File: config.mk
export PLATFORM = sky130hd
export DESIGN_NAME = acc_arith_unit
export DESIGN_NICKNAME = d
export VERILOG_FILES = /design/src/rtl/acc_arith_pkg.sv /design/src/rtl/acc_bin_adder.sv /design/src/rtl/acc_bcd_digit.sv /design/src/rtl/acc_bcd_chain.sv /design/src/rtl/acc_flag_gen.sv /design/src/rtl/acc_arith_unit.sv
export SDC_FILE = /design/constraint.sdc
export NUM_CORES = 1
export LEC_CHECK = 0
export BUFFER_PORTS_ARGS = -buffer_cell sky130_fd_sc_hd__buf_4
export CORE_AREA = 5 5 77 79
export DETAILED_ROUTE_END_ITERATION = 8
export DIE_AREA = 0 0 82 84
export PLACE_DENSITY = 0.68
export SLEW_MARGIN = 25
export SYNTH_ARGS = -nofsm -noshare
export SYNTH_HDL_FRONTEND = slang
export SYNTH_SLANG_ARGS = --single-unit
File: constraint.sdc
create_clock -name vclk -period 24.8
set_input_delay 4.96 -clock vclk [all_inputs]
set_output_delay 4.96 -clock vclk [all_outputs]
set_load 0.1 [all_outputs]
File: src/rtl/acc_arith_pkg.sv
package acc_arith_pkg;

    typedef enum logic [1:0] {
        OP_ADC = 2'b00,
        OP_SBC = 2'b01,
        OP_INC = 2'b10,
        OP_DEC = 2'b11
    } acc_op_e;

    localparam int NIB_W = 4;

    typedef struct packed {
        logic n;
        logic v;
        logic z;
        logic c;
    } acc_flags_t;

endpackage

File: src/rtl/acc_bin_adder.sv
// Two-stage binary adder: low half, then high half. The carry at the active width is taken from the low half in byte mode.
module acc_bin_adder #(
    parameter int HALF_W = 8,
    parameter int FULL_W = 2 * HALF_W
) (
    input  logic [FULL_W-1:0] a,
    input  logic [FULL_W-1:0] b,
    input  logic              cin,
    input  logic              byte_mode,
    output logic [FULL_W-1:0] sum,
    output logic              cout,
    output logic              ovf
);
    logic [HALF_W:0] lo;
    logic [HALF_W:0] hi;
    logic            msb_a, msb_b, msb_s;

    always_comb begin
        lo  = {1'b0, a[HALF_W-1:0]} + {1'b0, b[HALF_W-1:0]} + {{HALF_W{1'b0}}, cin};
        hi  = {1'b0, a[FULL_W-1:HALF_W]} + {1'b0, b[FULL_W-1:HALF_W]}
            + {{HALF_W{1'b0}}, lo[HALF_W]};
        sum = {hi[HALF_W-1:0], lo[HALF_W-1:0]};
        if (byte_mode) begin
            cout  = lo[HALF_W];
            msb_a = a[HALF_W-1];
            msb_b = b[HALF_W-1];
            msb_s = lo[HALF_W-1];
        end else begin
            cout  = hi[HALF_W];
            msb_a = a[FULL_W-1];
            msb_b = b[FULL_W-1];
            msb_s = hi[HALF_W-1];
        end
        ovf = (msb_a == msb_b) && (msb_s != msb_a);
    end
endmodule

File: src/rtl/acc_bcd_digit.sv
// One packed-decimal digit. On add, cin/cout is the decimal carry. On subtract, cin/cout means "no borrow".
module acc_bcd_digit
    import acc_arith_pkg::*;
(
    input  logic [NIB_W-1:0] a,
    input  logic [NIB_W-1:0] b,
    input  logic             cin,
    input  logic             sub,
    output logic [NIB_W-1:0] d,
    output logic             cout
);
    logic [NIB_W-1:0] bx;
    logic [NIB_W:0]   t;

    always_comb begin
        bx = sub ? ~b : b;
        t  = {1'b0, a} + {1'b0, bx} + {{NIB_W{1'b0}}, cin};
        if (sub) begin
            cout = t[NIB_W];
            d    = t[NIB_W] ? t[NIB_W-1:0] : t[NIB_W-1:0] - 4'd6;
        end else if (t > 5'd9) begin
            cout = 1'b1;
            d    = t[NIB_W-1:0] + 4'd6;
        end else begin
            cout = 1'b0;
            d    = t[NIB_W-1:0];
        end
    end
endmodule

File: src/rtl/acc_bcd_chain.sv
// Ripple of decimal digits across the full width. In byte mode the carry is tapped at the half-way digit.
module acc_bcd_chain
    import acc_arith_pkg::*;
#(
    parameter int HALF_W = 8,
    parameter int FULL_W = 2 * HALF_W
) (
    input  logic [FULL_W-1:0] a,
    input  logic [FULL_W-1:0] b,
    input  logic              cin,
    input  logic              sub,
    input  logic              byte_mode,
    output logic [FULL_W-1:0] sum,
    output logic              cout
);
    localparam int N_DIG = FULL_W / NIB_W;
    localparam int HALF_DIG = N_DIG / 2;

    logic [N_DIG:0] carry;
    assign carry[0] = cin;

    for (genvar g = 0; g < N_DIG; g++) begin : g_dig
        acc_bcd_digit u_dig (
            .a    (a[g*NIB_W +: NIB_W]),
            .b    (b[g*NIB_W +: NIB_W]),
            .cin  (carry[g]),
            .sub  (sub),
            .d    (sum[g*NIB_W +: NIB_W]),
            .cout (carry[g+1])
        );
    end

    assign cout = byte_mode ? carry[HALF_DIG] : carry[N_DIG];
endmodule

File: src/rtl/acc_flag_gen.sv
module acc_flag_gen
    import acc_arith_pkg::*;
#(
    parameter int HALF_W = 8,
    parameter int FULL_W = 2 * HALF_W
) (
    input  logic [FULL_W-1:0] res,
    input  logic              byte_mode,
    input  acc_op_e           op,
    input  logic              dec_eff,
    input  logic              bin_cout,
    input  logic              bin_ovf,
    input  logic              bcd_cout,
    input  logic              carry_in,
    output acc_flags_t        flags,
    output acc_flags_t        wen
);
    always_comb begin
        flags.n = byte_mode ? res[HALF_W-1] : res[FULL_W-1];
        flags.z = (res == '0);
        unique case (op)
            OP_ADC, OP_SBC: begin
                flags.c = dec_eff ? bcd_cout : bin_cout;
                flags.v = bin_ovf;
                wen     = '{n: 1'b1, v: 1'b1, z: 1'b1, c: 1'b1};
            end
            OP_INC, OP_DEC: begin
                flags.c = carry_in;
                flags.v = 1'b0;
                wen     = '{n: 1'b1, v: 1'b0, z: 1'b1, c: 1'b0};
            end
        endcase
    end
endmodule

File: src/rtl/acc_arith_unit.sv
module acc_arith_unit
    import acc_arith_pkg::*;
#(
    parameter int HALF_W = 8,
    parameter int FULL_W = 2 * HALF_W
) (
    input  logic [FULL_W-1:0] opnd_a,
    input  logic [FULL_W-1:0] opnd_b,
    input  logic              carry_in,
    input  logic              dec_mode,
    input  logic              byte_mode,
    input  logic [1:0]        op,
    output logic [FULL_W-1:0] result,
    output logic              n_out,
    output logic              v_out,
    output logic              z_out,
    output logic              c_out,
    output logic              n_we,
    output logic              v_we,
    output logic              z_we,
    output logic              c_we
);
    acc_op_e          op_e;
    logic             is_step;
    logic             sub_eff;
    logic             cin_eff;
    logic             dec_eff;
    logic [FULL_W-1:0] b_eff;
    logic [FULL_W-1:0] b_bin;
    logic [FULL_W-1:0] bin_sum;
    logic [FULL_W-1:0] bcd_sum;
    logic [FULL_W-1:0] raw_sum;
    logic             bin_cout, bin_ovf, bcd_cout;
    acc_flags_t       flags, wen;

    // Increment and decrement reuse the add path with a constant operand of one.
    always_comb begin
        op_e    = acc_op_e'(op);
        is_step = (op_e == OP_INC) || (op_e == OP_DEC);
        sub_eff = (op_e == OP_SBC) || (op_e == OP_DEC);
        cin_eff = is_step ? sub_eff : carry_in;
        dec_eff = dec_mode && !is_step;
        b_eff   = is_step ? {{(FULL_W-1){1'b0}}, 1'b1} : opnd_b;
        b_bin   = sub_eff ? ~b_eff : b_eff;
    end

    acc_bin_adder #(.HALF_W(HALF_W), .FULL_W(FULL_W)) u_bin (
        .a         (opnd_a),
        .b         (b_bin),
        .cin       (cin_eff),
        .byte_mode (byte_mode),
        .sum       (bin_sum),
        .cout      (bin_cout),
        .ovf       (bin_ovf)
    );

    acc_bcd_chain #(.HALF_W(HALF_W), .FULL_W(FULL_W)) u_bcd (
        .a         (opnd_a),
        .b         (b_eff),
        .cin       (cin_eff),
        .sub       (sub_eff),
        .byte_mode (byte_mode),
        .sum       (bcd_sum),
        .cout      (bcd_cout)
    );

    always_comb begin
        raw_sum = dec_eff ? bcd_sum : bin_sum;
        result  = byte_mode ? {{HALF_W{1'b0}}, raw_sum[HALF_W-1:0]} : raw_sum;
    end

    acc_flag_gen #(.HALF_W(HALF_W), .FULL_W(FULL_W)) u_flags (
        .res       (result),
        .byte_mode (byte_mode),
        .op        (op_e),
        .dec_eff   (dec_eff),
        .bin_cout  (bin_cout),
        .bin_ovf   (bin_ovf),
        .bcd_cout  (bcd_cout),
        .carry_in  (carry_in),
        .flags     (flags),
        .wen       (wen)
    );

    assign n_out = flags.n;
    assign v_out = flags.v;
    assign z_out = flags.z;
    assign c_out = flags.c;
    assign n_we  = wen.n;
    assign v_we  = wen.v;
    assign z_we  = wen.z;
    assign c_we  = wen.c;
endmodule

# == Word level (Yosys, flattened, before mapping) ==
# Cells that the tools add are included.
# op_classes
order_cmp,4
n_mul,0
reduce_logical,9
eq_ne,5
n_mux,39
bitwise,5
n_shift,0
div,0
addsub,20
# ops
operator,n
16-bit 2-to-1 mux,4
4-bit 2-to-1 mux,16
4-bit by 4-bit adder with 5-bit output,4
5-bit by 1-bit adder with 5-bit output,4
"5-bit by 4-bit greater-than comparator with 1-bit output, second input constant",4
8-bit by 8-bit adder with 9-bit output,2
9-bit by 1-bit adder with 9-bit output,2
"4-bit by 3-bit adder with 4-bit output, second input constant",4
16-bit zero test,1
1-bit 2-to-1 mux,16
16-bit inverter,1
4-bit inverter,4
"4-bit by 3-bit subtractor with 4-bit output, second input constant",4
4-bit one-hot mux with 2 select lines,1
"2-bit equality test, second input constant",2
1-bit one-hot mux with 2 select lines,2
2-bit OR reduction,2
"2-bit by 1-bit equality test with 1-bit output, second input constant",1
1-bit logical AND,2
2-bit zero test,1
1-bit logical OR,2
1-bit equality test,1
1-bit zero test,1
1-bit != test,1
# word_totals
romBits,0
ram_bits,0
elab_cells,82
latch_bits,0
ff_bits,0
input_bits,37
output_inout_bits,24
n_memories,0

# == Longest topological paths before layout ==
# depth
word_depth,25
ltp_mapped,40
ltp_nobuf,38

# == Hierarchy ==
# From an unflattened synthesis, not the netlist that was laid out.
# hier_totals
hier_cells,379
area_unflattened_um2,3004.1
# by_module_without_submodules
module,n_inst,area_each_um2,cells_per_inst,seq_area_each_um2
acc_bcd_digit (u_bcd.g_dig[0].u_dig ...),3,401.6,51,0.0
acc_bin_adder,1,685.7,85,0.0
acc_arith_unit,1,595.6,74,0.0
acc_bcd_digit (u_bcd.g_dig[3].u_dig),1,402.9,51,0.0
acc_flag_gen,1,100.1,15,0.0
acc_bcd_chain,1,15.0,1,0.0

# == Worst setup path before layout ==
# No wires, ideal clock.
# synth_path
path_type,input to output
startpoint,input op[0]
endpoint,output z_out
arrival_ns,15.661
path_buffers,3
required_ns,19.840
path_stages,35
path_slack_ns,4.179
path_cell_list,clkbuf_1 -> clkbuf_1 -> buf_1 -> xnor2_1 -> fa_1 -> nand2_1 -> a32o_1 -> o41ai_1 -> fa_1 -> inv_1 -> fa_1 -> xor2_1 -> ha_1 -> a32oi_1 -> nand2_1 -> o21ai_0 -> fa_1 -> inv_1 -> fa_1 -> nand2b_1 -> a21oi_1 -> a31o_2 -> fa_1 -> inv_1 -> fa_1 -> xnor2_1 -> inv_1 -> ha_1 -> nor2b_1 -> nor3b_1 -> o31ai_1 -> and3_1 -> a221o_1 -> a221o_1 -> nor4_2
# synth_via
elab_cells_between_ends,64
classes_between,add/sub (20); order compare (4); eq/ne (3); mux (27); bitwise (5); reduce/logical (5)
# synth_lines
element,line,source
"start, declared",acc_arith_unit.sv:12,"input logic [1:0] op,"
2-bit equality test (on tied branches),"acc_arith_unit.sv:39, acc_arith_unit.sv:40",
1-bit logical OR,acc_arith_unit.sv:39,is_step = (op_e == OP_INC) || (op_e == OP_DEC);
16-bit 2-to-1 mux,acc_arith_unit.sv:43,"b_eff = is_step ? {{(FULL_W-1){1'b0}}, 1'b1} : opnd_b;"
4-bit inverter,acc_bcd_digit.sv:16,bx = sub ? ~b : b;
4-bit 2-to-1 mux,acc_bcd_digit.sv:16,
4-bit by 4-bit adder with 5-bit output,acc_bcd_digit.sv:17,"t = {1'b0, a} + {1'b0, bx} + {{NIB_W{1'b0}}, cin};"
5-bit by 1-bit adder with 5-bit output,acc_bcd_digit.sv:17,
"4-bit by 3-bit adder with 4-bit output, or another cell as far along",acc_bcd_digit.sv:23,d = t[NIB_W-1:0] + 4'd6;
4-bit 2-to-1 mux (on tied branches),"acc_bcd_digit.sv:21, acc_bcd_digit.sv:20",
4-bit 2-to-1 mux,acc_bcd_digit.sv:18,if (sub) begin
16-bit 2-to-1 mux *,acc_arith_unit.sv:68,raw_sum = dec_eff ? bcd_sum : bin_sum;
16-bit 2-to-1 mux *,acc_arith_unit.sv:69,"result = byte_mode ? {{HALF_W{1'b0}}, raw_sum[HALF_W-1:0]} : raw_sum;"
net result[0],acc_arith_unit.sv:13,"output logic [FULL_W-1:0] result,"
16-bit zero test *,acc_flag_gen.sv:20,flags.z = (res == '0);
"end, declared",acc_arith_unit.sv:16,"output logic z_out,"
# The timed path passes the listed nets; every way through them passes the cells marked *.

# == Final worst setup path ==
# layout_path
startpoint,input op[1]
endpoint,output z_out
# layout_via
elab_chain_cells,25
elab_cells_between_ends,64
classes_between,add/sub (20); order compare (4); eq/ne (3); mux (27); bitwise (5); reduce/logical (5)
# layout_lines
element,line,source
2-bit equality test (on tied branches),"acc_arith_unit.sv:39, acc_arith_unit.sv:40",
1-bit logical OR,acc_arith_unit.sv:39,
16-bit 2-to-1 mux,acc_arith_unit.sv:43,
4-bit inverter,acc_bcd_digit.sv:16,
4-bit 2-to-1 mux,acc_bcd_digit.sv:16,
4-bit by 4-bit adder with 5-bit output,acc_bcd_digit.sv:17,
5-bit by 1-bit adder with 5-bit output,acc_bcd_digit.sv:17,
5-bit by 4-bit greater-than comparator with 1-bit output,acc_bcd_digit.sv:21,end else if (t > 5'd9) begin
(+9 left out),-,
1-bit 2-to-1 mux,acc_bcd_digit.sv:18,
5-bit by 1-bit adder with 5-bit output,acc_bcd_digit.sv:17,
"4-bit by 3-bit adder with 4-bit output, or another cell as far along",acc_bcd_digit.sv:23,
4-bit 2-to-1 mux (on tied branches),"acc_bcd_digit.sv:21, acc_bcd_digit.sv:20",
4-bit 2-to-1 mux,acc_bcd_digit.sv:18,
16-bit 2-to-1 mux *,acc_arith_unit.sv:68,
16-bit 2-to-1 mux *,acc_arith_unit.sv:69,
16-bit zero test *,acc_flag_gen.sv:20,
# Mark *: on every way between the ends. The rest lies on a longest branch, timed or not.

==> results.md <==
* Post-Syn Area at around 2300 sq um
* DRT Pass-1 Iters at 4
* CP max stage cell: fa_1
* Cts-stage hold buffer count at 0
* RSZ-0062 raised after global routing: no
* PortBufs at between 50 and 60
* Die height at 84 um
* Layout net count at between 400 and 500
* Routed WL at between 6000 and 7000 um
* Maximum number of pins on one net before global-route repair at 28
* Critical path class: in -> out
* Unique masters post-synth at between 60 and 70
* Fillers at ~550
* Postcts setup bufs at 0
* Multi-input gate area at between 2000 and 2500 sq um
* Cts repair resizes at 0
* Pwr dens at between 70 and 80 nW/um^2
* Seq Cell Count at 0
* Worst Path Arrival at 14.30 ns
* Via density at between 5 and 6
* CP dominant cell by count: fa_1
* GR Overflow Total at 0
* Worst-Margin Slew at between 0.7 and 0.8 ns
* N_diodes at 0
* Yosys warning total at 0
* Initial drt markers at about 140
* Syn_area_per_cell at between 7 and 8 sq um
* Crit-path max FO at 20
* Crit. End Element: output port
* Final min period at 19.26 ns
* Final hold violation count at 0
* Residual DRC at 0
* I/O pins at roughly 60
* Post-Route Setup TNS at 0 ns
* Area Growth Syn to Fin at 19.2%
* Die ar. at 6890 sq um
* Hold crit path type: in -> out
* Normalized max-slew margin at 52.1%
* Detail Route Antenna Nets at 0
* DR vias at roughly 2500
* Max Clk Rate at 51.9 MHz
* Max cap viols at 0
* Global-route wire length before repair at between 10000 and 15000 um
* Width of the die at 82 um
* GRT Total Usage at around 19%
* Vias in the first global route at about 2400
* Synth Instances at roughly 330
* Static Leak at roughly 1.3 nW
* Setup violators final at 0
* Setup crit start kind: input port
* Hpwl dp at between 5000 and 6000 um
* Design Area, Final at roughly 2800 sq um
* Total power at a little over 0.2 mW
* Register area share after synthesis at 0%
* CP peak stage delay at just under 0.5 ns
* Routed wl met3 at roughly 370 um
* Core Region at between 5000 and 6000 sq um
* Run status: completed
* Initial antenna violation count at 0
* Final Max Tran Viols at 0
* Tcrit/Tclk final at around 78%
* Cell Rows at 27
* Met2 wire length at ~3100 um
* Seq. cell area at 0 sq um
* DR top layer: met4
* WP data required at about 20 ns
* Fraction of layout cells with a size suffix above 1 at 18.8%
* # clk buffers at 0
* Area after DPL at between 2000 and 3000 sq um
* Wirelength per Cell at between 10 and 15 um
* Peak supply drop at 0.0429 mV
* Starting Density at between 40% and 50%
* GPL Wtd Cong at between 0.9 and 1
* Wire length on met1 at ~2900 um
[cell usage after synthesis, types with 4 or more instances]
library cell  count  area (sq um)
a211oi_1          7          52.6
o31ai_1           4          30.0
clkbuf_1          9          33.8
nand2_1          26          97.6
o21ai_0          16          80.1
o21a_1            4          30.0
a21oi_1          28           140
ha_1             24           300
nor2_1           26          97.6
mux2i_1           8          80.1
nand2b_1          5          31.3
inv_1            30           113
xor2_1            7          61.3
o211ai_1          4          30.0
nor2b_1          15          93.8
xnor2_1          28           245
a21o_1            5          37.5
nand3_1          11          55.1
fa_1             10           200
[cell usage in the layout (no fill, tap or decap), types with 2 or more instances in the layout]
cell type / instances
o21ai_0: 16
nor4_1: 2
or4_1: 3
a211oi_1: 7
a211o_1: 3
fa_1: 10
a21o_1: 5
ha_1: 24
o211ai_1: 4
nand3_1: 11
nand2_1: 26
a311oi_1: 2
o221ai_1: 2
and2_1: 3
and3_1: 3
o31ai_1: 4
nand2b_1: 5
o41ai_1: 2
inv_1: 30
mux2i_1: 8
a21oi_1: 28
a32oi_1: 2
o21ai_1: 2
nor3_1: 2
nor2_1: 26
conb_1: 2
buf_4: 60
xor2_1: 7
a221o_1: 2
nor2b_1: 15
o21a_1: 4
xnor2_1: 28
[metrics by stage]
step	util, %	instances	hold WS (ns)	setup slack [ns]
2_1_floorplan	-	332	10.43	4.18
3_3_place_gp	53.1	445	10.41	6.03
3_5_place_dp	53.1	445	10.40	5.74
4_1_cts	53.1	445	10.41	5.72
5_1_grt	53.1	445	10.43	4.98
6_report	53.1	445	10.41	5.54
[cells by family (layout without fill, tap and decap cells)]
kind of cell | Yosys count | count (layout) | synth area share (%)
AOI/OAI and AO/OA | 96 | 96 | 28.4
xor gates and xnor gates | 36 | 36 | 14.2
adders and majority gates | 35 | 35 | 21.7
buffers and inverters | 50 | 91 | 8.95
muxes | 9 | 9 | 3.89
other | 1 | 2 | 0.160
and+or+nand+nor | 104 | 104 | 22.7
[path summary, 6_finish.rpt]
kind / start / end / cells past startpoint
min: byte_mode / result[8] / 3
max: op[1] / z_out / 37
[where the power goes]
part / leakage (nW) / switching [mW] / internal, mW
registers: 0 / 0 / 0
logic: 1.28 / 0.140 / 0.0658
clock network: 0 / 0 / 0
total: 1.28 / 0.140 / 0.0658
[final cells by class]
class | count | area share [%]
tap | 72 | 3.22
inverter | 31 | 4.16
timing repair buffer | 60 | 16.1
multi-input combinational | 282 | 76.5
[layer usage]
layer,vias to the layer above,global-route usage (%)
li1,1256,-
met1,1099,27.4
met2,96,32.2
met3,13,0.324
met4,0,3.47
met5,-,0
[worst max-delay path, delay by kind of cell]
kind / cells / cell delay (ns)
simple gates: 7 / 1.39
fa+ha+maj: 11 / 3.54
buf+inv: 7 / 0.97
xor+xnor: 2 / 0.58
mux: 1 / 0.38
compound gates: 9 / 2.47
Note: power is estimated with default switching activity, not from simulation.
